**src/rtl/alu4_pkg.sv**
```systemverilog
package alu4_pkg;
    localparam int unsigned ALU_W = 4;
    localparam int unsigned SEL_W = 4;

    typedef enum logic [SEL_W-1:0] {
        FN_DEC    = 4'b0000,
        FN_SUBM1  = 4'b0110,
        FN_ADD    = 4'b1001,
        FN_ORADD  = 4'b1011,
        FN_DOUBLE = 4'b1100,
        FN_PASS   = 4'b1111
    } fn_code_e;

    typedef struct packed {
        logic [ALU_W-1:0] x;
        logic [ALU_W-1:0] y;
    } addend_t;
endpackage

```
**src/rtl/alu4_addend_sel.sv**
```systemverilog
module alu4_addend_sel
    import alu4_pkg::*;
#(
    parameter int unsigned W = ALU_W
) (
    input  logic [W-1:0]     a_i,
    input  logic [W-1:0]     b_i,
    input  logic [SEL_W-1:0] sel_i,
    output logic [W-1:0]     x_o,
    output logic [W-1:0]     y_o
);
    localparam logic [W-1:0] ALL_ONES = '1;

    addend_t add_d;

    always_comb begin
        add_d.x = a_i;
        add_d.y = '0;
        case (sel_i)
            FN_DEC:    add_d.y = ALL_ONES;
            FN_SUBM1:  add_d.y = ~b_i;
            FN_ADD:    add_d.y = b_i;
            FN_ORADD:  add_d.x = a_i | b_i;
            FN_DOUBLE: add_d.y = a_i;
            default:   add_d.y = '0;
        endcase
    end

    assign x_o = add_d.x;
    assign y_o = add_d.y;
endmodule

```
**src/rtl/alu4_adder.sv**
```systemverilog
module alu4_adder #(
    parameter int unsigned W = 4
) (
    input  logic [W-1:0] x_i,
    input  logic [W-1:0] y_i,
    input  logic         cin_i,
    output logic [W-1:0] sum_o,
    output logic         cout_o,
    output logic         prop_o,
    output logic         gen_o
);
    logic [W:0]   carry;
    logic [W-1:0] pbit;
    logic [W-1:0] gbit;
    logic [W:0]   gacc;
    logic [W:0]   pacc;

    assign carry[0] = cin_i;
    assign gacc[0]  = 1'b0;
    assign pacc[0]  = 1'b1;

    for (genvar i = 0; i < W; i++) begin : g_bit
        assign pbit[i]    = x_i[i] ^ y_i[i];
        assign gbit[i]    = x_i[i] & y_i[i];
        assign sum_o[i]   = pbit[i] ^ carry[i];
        assign carry[i+1] = gbit[i] | (pbit[i] & carry[i]);
        assign gacc[i+1]  = gbit[i] | (pbit[i] & gacc[i]);
        assign pacc[i+1]  = pacc[i] & pbit[i];
    end

    assign cout_o = carry[W];
    assign prop_o = pacc[W];
    assign gen_o  = gacc[W];
endmodule

```
**src/rtl/alu4_logic.sv**
```systemverilog
module alu4_logic
    import alu4_pkg::*;
#(
    parameter int unsigned W = ALU_W
) (
    input  logic [W-1:0]     a_i,
    input  logic [W-1:0]     b_i,
    input  logic [SEL_W-1:0] sel_i,
    output logic [W-1:0]     f_o
);
    always_comb begin
        case (sel_i)
            FN_DEC:    f_o = ~a_i;
            FN_SUBM1:  f_o = ~(a_i ^ b_i);
            FN_ADD:    f_o = a_i ^ b_i;
            FN_ORADD:  f_o = a_i | b_i;
            FN_DOUBLE: f_o = '0;
            default:   f_o = a_i;
        endcase
    end
endmodule

```
**src/rtl/alu4_mode.sv**
```systemverilog
module alu4_mode
    import alu4_pkg::*;
(
    input  logic [ALU_W-1:0] a_i,
    input  logic [ALU_W-1:0] b_i,
    input  logic [SEL_W-1:0] sel_i,
    input  logic             mode_i,
    input  logic             cin_i,
    output logic [ALU_W-1:0] f_o,
    output logic             cout_o,
    output logic             aeqb_o,
    output logic             prop_o,
    output logic             gen_o
);
    logic [ALU_W-1:0] x_w;
    logic [ALU_W-1:0] y_w;
    logic [ALU_W-1:0] sum_w;
    logic             carry_w;
    logic             grp_p_w;
    logic             grp_g_w;
    logic [ALU_W-1:0] lres_w;

    alu4_addend_sel #(.W(ALU_W)) i_addend (
        .a_i   (a_i),
        .b_i   (b_i),
        .sel_i (sel_i),
        .x_o   (x_w),
        .y_o   (y_w)
    );

    alu4_adder #(.W(ALU_W)) i_adder (
        .x_i    (x_w),
        .y_i    (y_w),
        .cin_i  (cin_i),
        .sum_o  (sum_w),
        .cout_o (carry_w),
        .prop_o (grp_p_w),
        .gen_o  (grp_g_w)
    );

    alu4_logic #(.W(ALU_W)) i_logic (
        .a_i   (a_i),
        .b_i   (b_i),
        .sel_i (sel_i),
        .f_o   (lres_w)
    );

    always_comb begin
        if (mode_i) begin
            f_o    = lres_w;
            cout_o = 1'b0;
            prop_o = 1'b0;
            gen_o  = 1'b0;
        end else begin
            f_o    = sum_w;
            cout_o = carry_w;
            prop_o = grp_p_w;
            gen_o  = grp_g_w;
        end
        aeqb_o = &f_o;
    end
endmodule

```
**config.mk**
```make
export PLATFORM = sky130hd
export DESIGN_NAME = alu4_mode
export DESIGN_NICKNAME = d
export VERILOG_FILES = /design/src/rtl/alu4_pkg.sv /design/src/rtl/alu4_addend_sel.sv /design/src/rtl/alu4_adder.sv /design/src/rtl/alu4_logic.sv /design/src/rtl/alu4_mode.sv
export SDC_FILE = /design/constraint.sdc
export NUM_CORES = 1
export LEC_CHECK = 0
export ABC_CLOCK_PERIOD_IN_PS = 5160
export BUFFER_PORTS_ARGS = -buffer_cell sky130_fd_sc_hd__clkbuf_2
export CAP_MARGIN = 40
export CORE_MARGIN = 8
export CORE_UTILIZATION = 51
export DETAILED_ROUTE_END_ITERATION = 12
export GPL_TIMING_DRIVEN = 1
export PLACE_DENSITY = 0.82
export SYNTH_ARGS = -nofsm -noshare
export SYNTH_HDL_FRONTEND = slang
export SYNTH_SLANG_ARGS = --single-unit
```
**constraint.sdc**
```tcl
create_clock -name vclk -period 5.16
set_input_delay 1.29 -clock vclk [all_inputs]
set_output_delay 1.29 -clock vclk [all_outputs]
set_load 0.05 [all_outputs]
```
## Word-level counts from Yosys, hierarchy flattened

Cells that the tools add are included.

| storage, ports and cells | value |
|---|---|
| register bits after elaboration | 0 |
| input bits | 14 |
| output and inout bits | 8 |
| word-level logic and storage cells | 47 |

| cells by class | value |
|---|---|
| eq/ne operators | 4 |
| multiplexer cells | 7 |
| bitwise operators | 34 |
| reduce and logical (&&, ||, !) cells | 2 |

Operators by type and width:

| cell | count |
|---|---|
| 4-bit one-hot mux with 5 select lines | 1 |
| 4-bit one-hot mux with 4 select lines | 1 |
| 1-bit AND | 14 |
| 4-bit equality test (second input constant) | 3 |
| 4-bit NOT | 3 |
| 4-bit two-way mux | 2 |
| 1-bit bitwise XOR | 8 |
| 1-bit OR | 7 |
| 4-bit by 3-bit equality test with 1-bit output (second input constant) | 1 |
| 4-bit logical NOT | 1 |
| 4-bit OR | 1 |
| 4-bit AND reduction | 1 |
| 4-bit bitwise XOR | 1 |
| 1-bit two-way mux | 3 |

## Longest topological paths before layout

Gate-level depths: netlist of run 1.

| depth | value |
|---|---|
| depth in word-level cells | 12 |
| gate-level depth with buffers | 12 |
| mapped depth without buffers | 11 |

## Hierarchy

A second synthesis of run 1 with hierarchy kept.

| second synthesis, totals | value |
|---|---|
| cell total of the unflattened synthesis | 98 |
| area total of the unflattened synthesis | 729.4 um2 |

By module, submodules not included:

| module | times used | cells an instance | area an instance (um2) | sequential area each (um2) |
|---|---|---|---|---|
| alu4_logic | 1 | 42 | 291.5 | 0.0 |
| alu4_adder | 1 | 23 | 195.2 | 0.0 |
| alu4_addend_sel | 1 | 25 | 162.7 | 0.0 |
| alu4_mode | 1 | 8 | 80.1 | 0.0 |

## Worst setup path before layout of run 1

No wires, ideal clock.

| timing path | value |
|---|---|
| path type | input to output |
| start point | in sel_i[1] |
| end point | out aeqb_o |
| arrival time | 5.131 ns |
| data required time | 3.870 ns |
| setup slack | -1.261 ns |
| stages | 12 |
| path buffers | 1 |
| cells stage by stage | buf_2 or2b_1 o2bb2ai_1 nand2_1 a21oi_1 a21oi_1 fa_1 fa_1 fa_1 fa_1 o22ai_1 and4_1 |

| on the way | value |
|---|---|
| longest elaborated chain between the ends | 12 |
| elaborated cells on any way between the ends | 27 |
| classes of those cells | eq/ne (4); mux (4); bitwise (17); reduce/logical (2) |

RTL lines:

| element | RTL line | RTL |
|---|---|---|
| from (decl) | alu4_mode.sv:6 | `input logic [SEL_W-1:0] sel_i,` |
| 4-bit equality test, or another cell as far along | alu4_addend_sel.sv:19, alu4_logic.sv:12 |  |
| 4-bit one-hot mux with 4 select lines / 4-bit two-way mux (equally long branches) | alu4_addend_sel.sv:19 | `case (sel_i)` |
| 1-bit bitwise XOR | alu4_adder.sv:23 | `assign pbit[i] = x_i[i] ^ y_i[i];` |
| 1-bit AND | alu4_adder.sv:26 | `assign carry[i+1] = gbit[i] \| (pbit[i] & carry[i]);` |
| 1-bit OR | alu4_adder.sv:26 |  |
| 1-bit AND | alu4_adder.sv:26 |  |
| 1-bit OR | alu4_adder.sv:26 |  |
| 1-bit AND | alu4_adder.sv:26 |  |
| 1-bit OR | alu4_adder.sv:26 |  |
| 1-bit bitwise XOR | alu4_adder.sv:25 | `assign sum_o[i] = pbit[i] ^ carry[i];` |
| 4-bit two-way mux (*) | alu4_mode.sv:49 | `if (mode_i) begin` |
| named net f_o[3] | alu4_mode.sv:9 | `output logic [ALU_W-1:0] f_o,` |
| 4-bit AND reduction (*) | alu4_mode.sv:60 | `aeqb_o = &f_o;` |
| to (decl) | alu4_mode.sv:11 | `output logic aeqb_o,` |

Mark *: on every way through the listed nets, which the timed path passes. The rest lies on a longest branch.

## Worst setup path in the final report of run 1

| timing path | value |
|---|---|
| start point | in sel_i[3] |
| end point | out aeqb_o |

| on the way | value |
|---|---|
| longest elaborated chain between the ends | 12 |
| elaborated cells on any way between the ends | 27 |
| classes of those cells | eq/ne (4); mux (4); bitwise (17); reduce/logical (2) |

RTL lines:

| element | RTL line |
|---|---|
| 4-bit equality test, or another cell as far along | alu4_addend_sel.sv:19, alu4_logic.sv:12 |
| 4-bit one-hot mux with 4 select lines / 4-bit two-way mux (equally long branches) | alu4_addend_sel.sv:19 |
| 1-bit bitwise XOR | alu4_adder.sv:23 |
| 1-bit AND | alu4_adder.sv:26 |
| 1-bit OR | alu4_adder.sv:26 |
| 1-bit AND | alu4_adder.sv:26 |
| 1-bit OR | alu4_adder.sv:26 |
| 1-bit AND | alu4_adder.sv:26 |
| 1-bit OR | alu4_adder.sv:26 |
| 1-bit bitwise XOR | alu4_adder.sv:25 |
| 4-bit two-way mux (*) | alu4_mode.sv:49 |
| 4-bit AND reduction (*) | alu4_mode.sv:60 |

Mark *: on every way between the ends. The rest lies on a longest branch, timed or not.

==> reports/results.ini, run 1 <==
[floorplan]
die_area_um2=3000
design.core.area_um2=1450
die_w_um=54.8
fp.dieH_um=54.8
fp-row-count=14
io_pins=22
initial_core_util_pct=52.8

[sta]
fin_ws_ns=-0.419
whs_ns=3.00
final-setup-viol-count=3
final.period_utilization_pct=108
rsz0062_at_grt=true
finalHoldViolCount=0
relSlewSlack_pct=70.3
fmax_ghz=0.179
period_minus_slack_ns=5.58
worst_pin_slew_ns=0.445
slew_violations=0

[setup_path]
arrival_ns=4.29
critPathMaxFanout=9
critPathRequiredTime_ns=3.87
crit_type=in2out
cpPeakStageDelay_ns=0.49
cpMaxStageDelayCell=fa_1
crit_path_end_kind=output pin
cpMostUsedCell=fa_2
crit_path_cell_trace=clkbuf_16 > or2b_1 > o2bb2ai_2 > nand2_1 > a21oi_2 > a21oi_2 > fa_2 > fa_2 > fa_2 > fa_1 > o22ai_4 > and4_4 > clkbuf_16
start_kind=input pin

[hold_path]
worstHoldPathType=in2out

[outcome]
status=finished with violations
violations=negative setup slack

[placed_design]
dp_hpwl_um=2180
io_buffers=22
dp_slack_ns=-0.605
gp_congestion=0.888
place_area_um2=1120

[global_routing]
grt_overflow=0
grt_antenna_before_repair=0
grt_pass1_wl_um=4580
grt_pass1_vias=1018
grt_usage_pct=19.9
grt_max_degree=14

[layout]
clockBufferCount=0
final_util_pct=82.8
final_cell_area_um2=1200
flops_and_latches=0
diodes=0
final_net_count=176
fillers=90
drive_gt1_share_pct=43.2
multi_input_area_um2=733
final-seq-area_um2=0
area_growth_pct=56.7

[yosys]
yosysUniqueCellTypes=37
synth_top_area_share_pct=13.0
syn_area_per_cell_um2=7.25
yosys_warnings=0
synth_area_leader_cell=ha_1
synth_fp_nets=132
synthCells=106
ys_seq_area_share_pct=0
synthTopCellsByArea=ha_1 13%, fa_1 10%, inv_1 7.3%, a21o_1 6.8%, a21oi_1 6.5%
syn_area_um2=768

[detailed_routing]
routedWlPerCell_um=17.1
vias_per_cell=6.22
drc=0
drt_pass1_iterations=4
routed_wl_um=2800
initialDrtViolationCount=28
ant_nets=0
vias=1020

[power]
p_per_area_nw_per_um2=124
cellLeakagePower_nw=0.655
power_mw=0.149
vdd.ir_drop.worst_v=0.0000768

[job]
drv_cap=0

[clocking]
hold_buffers=0

## where the power goes
group / total (mW) / leakage, nW / internal, mW / switching (mW)
Sequential: 0 / 0 / 0 / 0
Clock: 0 / 0 / 0 / 0
Combinational: 0.149 / 0.655 / 0.0679 / 0.0813
Total: 0.149 / 0.655 / 0.0679 / 0.0813
## area by class of cell
| cell class | instances | area share (%) |
|---|---|---|
| multi-input combinational | 85 | 60.9 |
| timing repair buffer | 48 | 32.7 |
| inverter | 15 | 4.68 |
| tap | 16 | 1.66 |
## placed cells by master (no fill, tap or decap), drive strengths merged
cell type  netlist  routed
ha               8       8
nor4             1       1
or3              2       2
nor4bb           1       1
buf              5      29
xor2             1       1
a21oi           10      10
and2b            1       1
o311a            1       1
a21o             7       7
and4             1       1
o22ai            2       2
a221oi           1       1
o32ai            1       1
a22oi            1       1
and3b            2       2
nor3             1       1
nand2            9       9
clkbuf           1      19
mux2i            3       3
or2              1       1
and3             2       2
o21ai            6       6
nor2b            1       1
or2b             1       1
o32a             2       2
nand2b           1       1
o2bb2ai          4       4
a211o            2       2
nand4b           1       1
and4bb           2       2
inv             15      15
nor2             4       4
a31o             1       1
fa               4       4
## worst max-delay path: cells and delay by family
kind	cells	cell delay, ns
AOI/OAI and AO/OA	4	0.58
adders and majority gates	4	1.52
buffers and inverters	2	0.29
and+or+nand+nor	3	0.60
## logic make-up (layout without fill, tap and decap cells)
group           after synthesis  in the layout  synth area share [%]
compound gates               38             38                  34.7
xor+xnor                      1              1                  1.14
fa+ha+maj                    12             12                  23.5
buf+inv                      21             63                  11.6
mux                           3              3                  3.91
simple gates                 31             31                  25.2
## metal layers
metal	up-vias	share of wire (%)	global-route usage, %
li1	474	-	-
met1	473	38	24.2
met2	53	49	35.8
met3	20	7.8	1.90
met4	0	4.9	5.74
met5	-	0	0
## cells in the mapped netlist
library cell,count
nor3_1,1
a21o_1,7
or3_1,1
nor2_1,4
o311a_1,1
or2_0,1
o32ai_1,1
nor4_1,1
nand2b_1,1
ha_1,8
a22oi_2,1
o32a_1,2
and4_1,1
nand4b_1,1
or3_4,1
o21ai_0,6
and4bb_2,2
o2bb2ai_1,4
and3b_1,2
fa_1,4
and3_1,2
nor4bb_1,1
mux2i_1,3
inv_1,15
a211o_1,2
buf_2,4
nor2b_1,1
and2b_1,1
a221oi_1,1
or2b_1,1
a31o_2,1
clkbuf_2,1
a21oi_1,10
xor2_1,1
buf_4,1
o22ai_1,2
nand2_1,9
## repair_timing
| item | CTS | global route |
|---|---|---|
| resized for setup | 9 | 6 |
| buffers inserted | 1 | 2 |
| pin swaps | 5 | 1 |
| cloned | 0 | 0 |
| endpoints found under the setup margin | 4 | 4 |
| hold endpoints to repair | 0 | 0 |
## metrics by stage
stage	cells	TNS, ns
after floorplan	106	-0.662
after global placement	162	-0.712
after detailed placement	162	-1.08
after CTS	163	-0.629
after global routing	164	-1.01
final	164	-0.773
## final timing paths
check | startpoint | end | cells after the start | slack [ns]
worst min-delay path | mode_i | cout_o | 3 | 3.00
worst max-delay path | sel_i[3] | aeqb_o | 13 | -0.42
(Power assumes the default switching activity.)
==> inputs of run 2 (changes only) <==
ABC_CLOCK_PERIOD_IN_PS = unset   (was 5160)
REMOVE_ABC_BUFFERS = 1   (was unset)
==> reports/results.ini, run 2 (synthesized netlist as in run 1, its figures left out) <==
[power]
power_mw=0.150  ; +0.41%
cellLeakagePower_nw=0.654  ; -0.17%
p_per_area_nw_per_um2=126  ; +1.9%
combPwrFrac_pct=100.0  ; about the same
p_int_mw=0.0696  ; +2.4%
clockPowerShare_pct=0  ; unchanged
vdd.ir_drop.worst_v=0.0000972  ; +27%
p_sw_mw=0.0803  ; -1.3%
seqPwrFrac_pct=0  ; unchanged
p_sw_share_pct=53.6  ; -0.91 points

[setup_path]
cp-startpoint=sel_i[3]
crit_type=in2out
cpPeakStageDelay_ns=0.54  ; +0.05 ns
critPathMaxFanout=7  ; -2
arrival_ns=4.16  ; -0.13 ns
cpMostUsedCell=fa_2
crit_path_cell_trace=buf_8 > or2b_1 > o2bb2ai_2 > nand2_1 > a21oi_2 > a21oi_2 > fa_2 > fa_2 > fa_2 > fa_2 > o22ai_2 > buf_4 > buf_6 > buf_12
start_kind=input pin
crit_path_end_kind=output pin
critPathRequiredTime_ns=3.87  ; about the same
critPathTopFamily=adder cells
cpMaxStageDelayCell=fa_2
critPathBufInv=4  ; +2

[layout]
clockBufferCount=0  ; unchanged
final-seq-area_um2=0  ; unchanged
final_net_count=177  ; +0.57%
final_cell_mix=24 x buf_4, 16 x clkbuf_2, 15 x inv_1
final_common_cell=buf_4
final_cell_area_um2=1190  ; -1.5%
fin_cells=165  ; +0.61%
flops_and_latches=0  ; unchanged
drive_gt1_share_pct=43.0  ; -0.29 points
diodes=0  ; unchanged
fillers=88  ; -2.2%
area_growth_pct=54.4

[global_routing]
grt_pass1_wl_um=4400  ; -3.9%
busiest_layer=met2
grt_overflow=0  ; unchanged
grtUsageMet3_pct=2.72  ; +0.82 points
grt_max_degree=11  ; -3
grt_antenna_before_repair=0  ; unchanged
grt_pass1_vias=1042  ; +2.4%
gr-usage-met1_pct=19.4  ; -4.8 points
grt_usage_pct=18.6  ; -1.4 points
use_met2_pct=37.5  ; +1.7 points

[placed_design]
gp_congestion=0.984  ; +11%
dp_hpwl_um=2180  ; -0.29%
placed_cells=164  ; +1.2%
place_area_um2=1110  ; -1.2%
dp_slack_ns=-0.551  ; +0.0535 ns
io_buffers=22  ; unchanged

[floorplan]
die_w_um=54.8  ; unchanged
fp.dieH_um=54.8  ; unchanged
initial_core_util_pct=52.8  ; unchanged
die_area_um2=3000  ; unchanged
io_pins=22  ; unchanged
design.core.area_um2=1450  ; unchanged
fp-row-count=14  ; unchanged

[sta]
whs_ns=2.98  ; -0.0274 ns
finalHoldViolCount=0  ; unchanged
fin_ws_ns=-0.293  ; +0.126 ns
fmax_ghz=0.183  ; +2.3%
worst_pin_slew_ns=0.370  ; -0.0751 ns
period_minus_slack_ns=5.45  ; -0.126 ns
slew_violations=0  ; unchanged
final.period_utilization_pct=106  ; -2.4 points
final-setup-viol-count=2  ; -1
rsz0062_at_grt=true
relSlewSlack_pct=75.1  ; +4.8 points

[outcome]
violations=negative setup slack
status=finished with violations

[detailed_routing]
routed_wl_um=2820  ; +0.68%
drc=0  ; unchanged
routedWlPerCell_um=17.1  ; about the same
vias=1005  ; -1.5%
drt_pass1_iterations=4  ; unchanged
ant_nets=0  ; unchanged
vias_per_cell=6.09  ; -2.1%
initialDrtViolationCount=43  ; +54%

[job]
drv_cap=0  ; unchanged

[hold_path]
worstHoldPathType=in2out
min-delay-start=mode_i

-- run 2: final cells by class --
class / instances / area (µm²) / share of cell area (%)
inverters: 15 / 56.3 / 4.75
multi-input cells: 85 / 714 / 60.2
well taps: 16 / 20.0 / 1.69
repair buffers: 49 / 395 / 33.3
-- run 2: what timing repair did --
item                                    CTS  global route
pin swaps                                 2             4
endpoints found under the setup margin    4             4
hold buffers                              0             0
cloned                                    0             0
buffers inserted                          0             1
gates resized for setup                  11            10
-- run 2: stage by stage --
step / utilization (%) / setup TNS [ns]
floorplan: - / -1.96
global placement: 76.1 / -0.813
detailed placement: 76.1 / -1.04
CTS: 79.0 / -0.355
global route: 81.6 / -0.693
finish: 81.6 / -0.572
-- run 2: path summary, 6_finish.rpt --
check | endpoint | slack (ns) | cells after the start
max | f_o[3] | -0.29 | 14
min | cout_o | 2.98 | 3
-- run 2: metal layers --
| layer | vias to the layer above | part of all wire, % |
|---|---|---|
| li1 | 472 | - |
| met1 | 465 | 39 |
| met2 | 56 | 51 |
| met3 | 12 | 7.1 |
| met4 | 0 | 2.5 |
| met5 | - | 0 |
-- run 2: power groups by stage --
stage                     sequential (mW)  clock, mW  combinational (mW)
after detailed placement                0          0               0.134
after global placement                  0          0               0.130
final                                   0          0               0.150
after CTS                               0          0               0.140
after global routing                    0          0               0.159
after floorplan                         0          0              0.0720
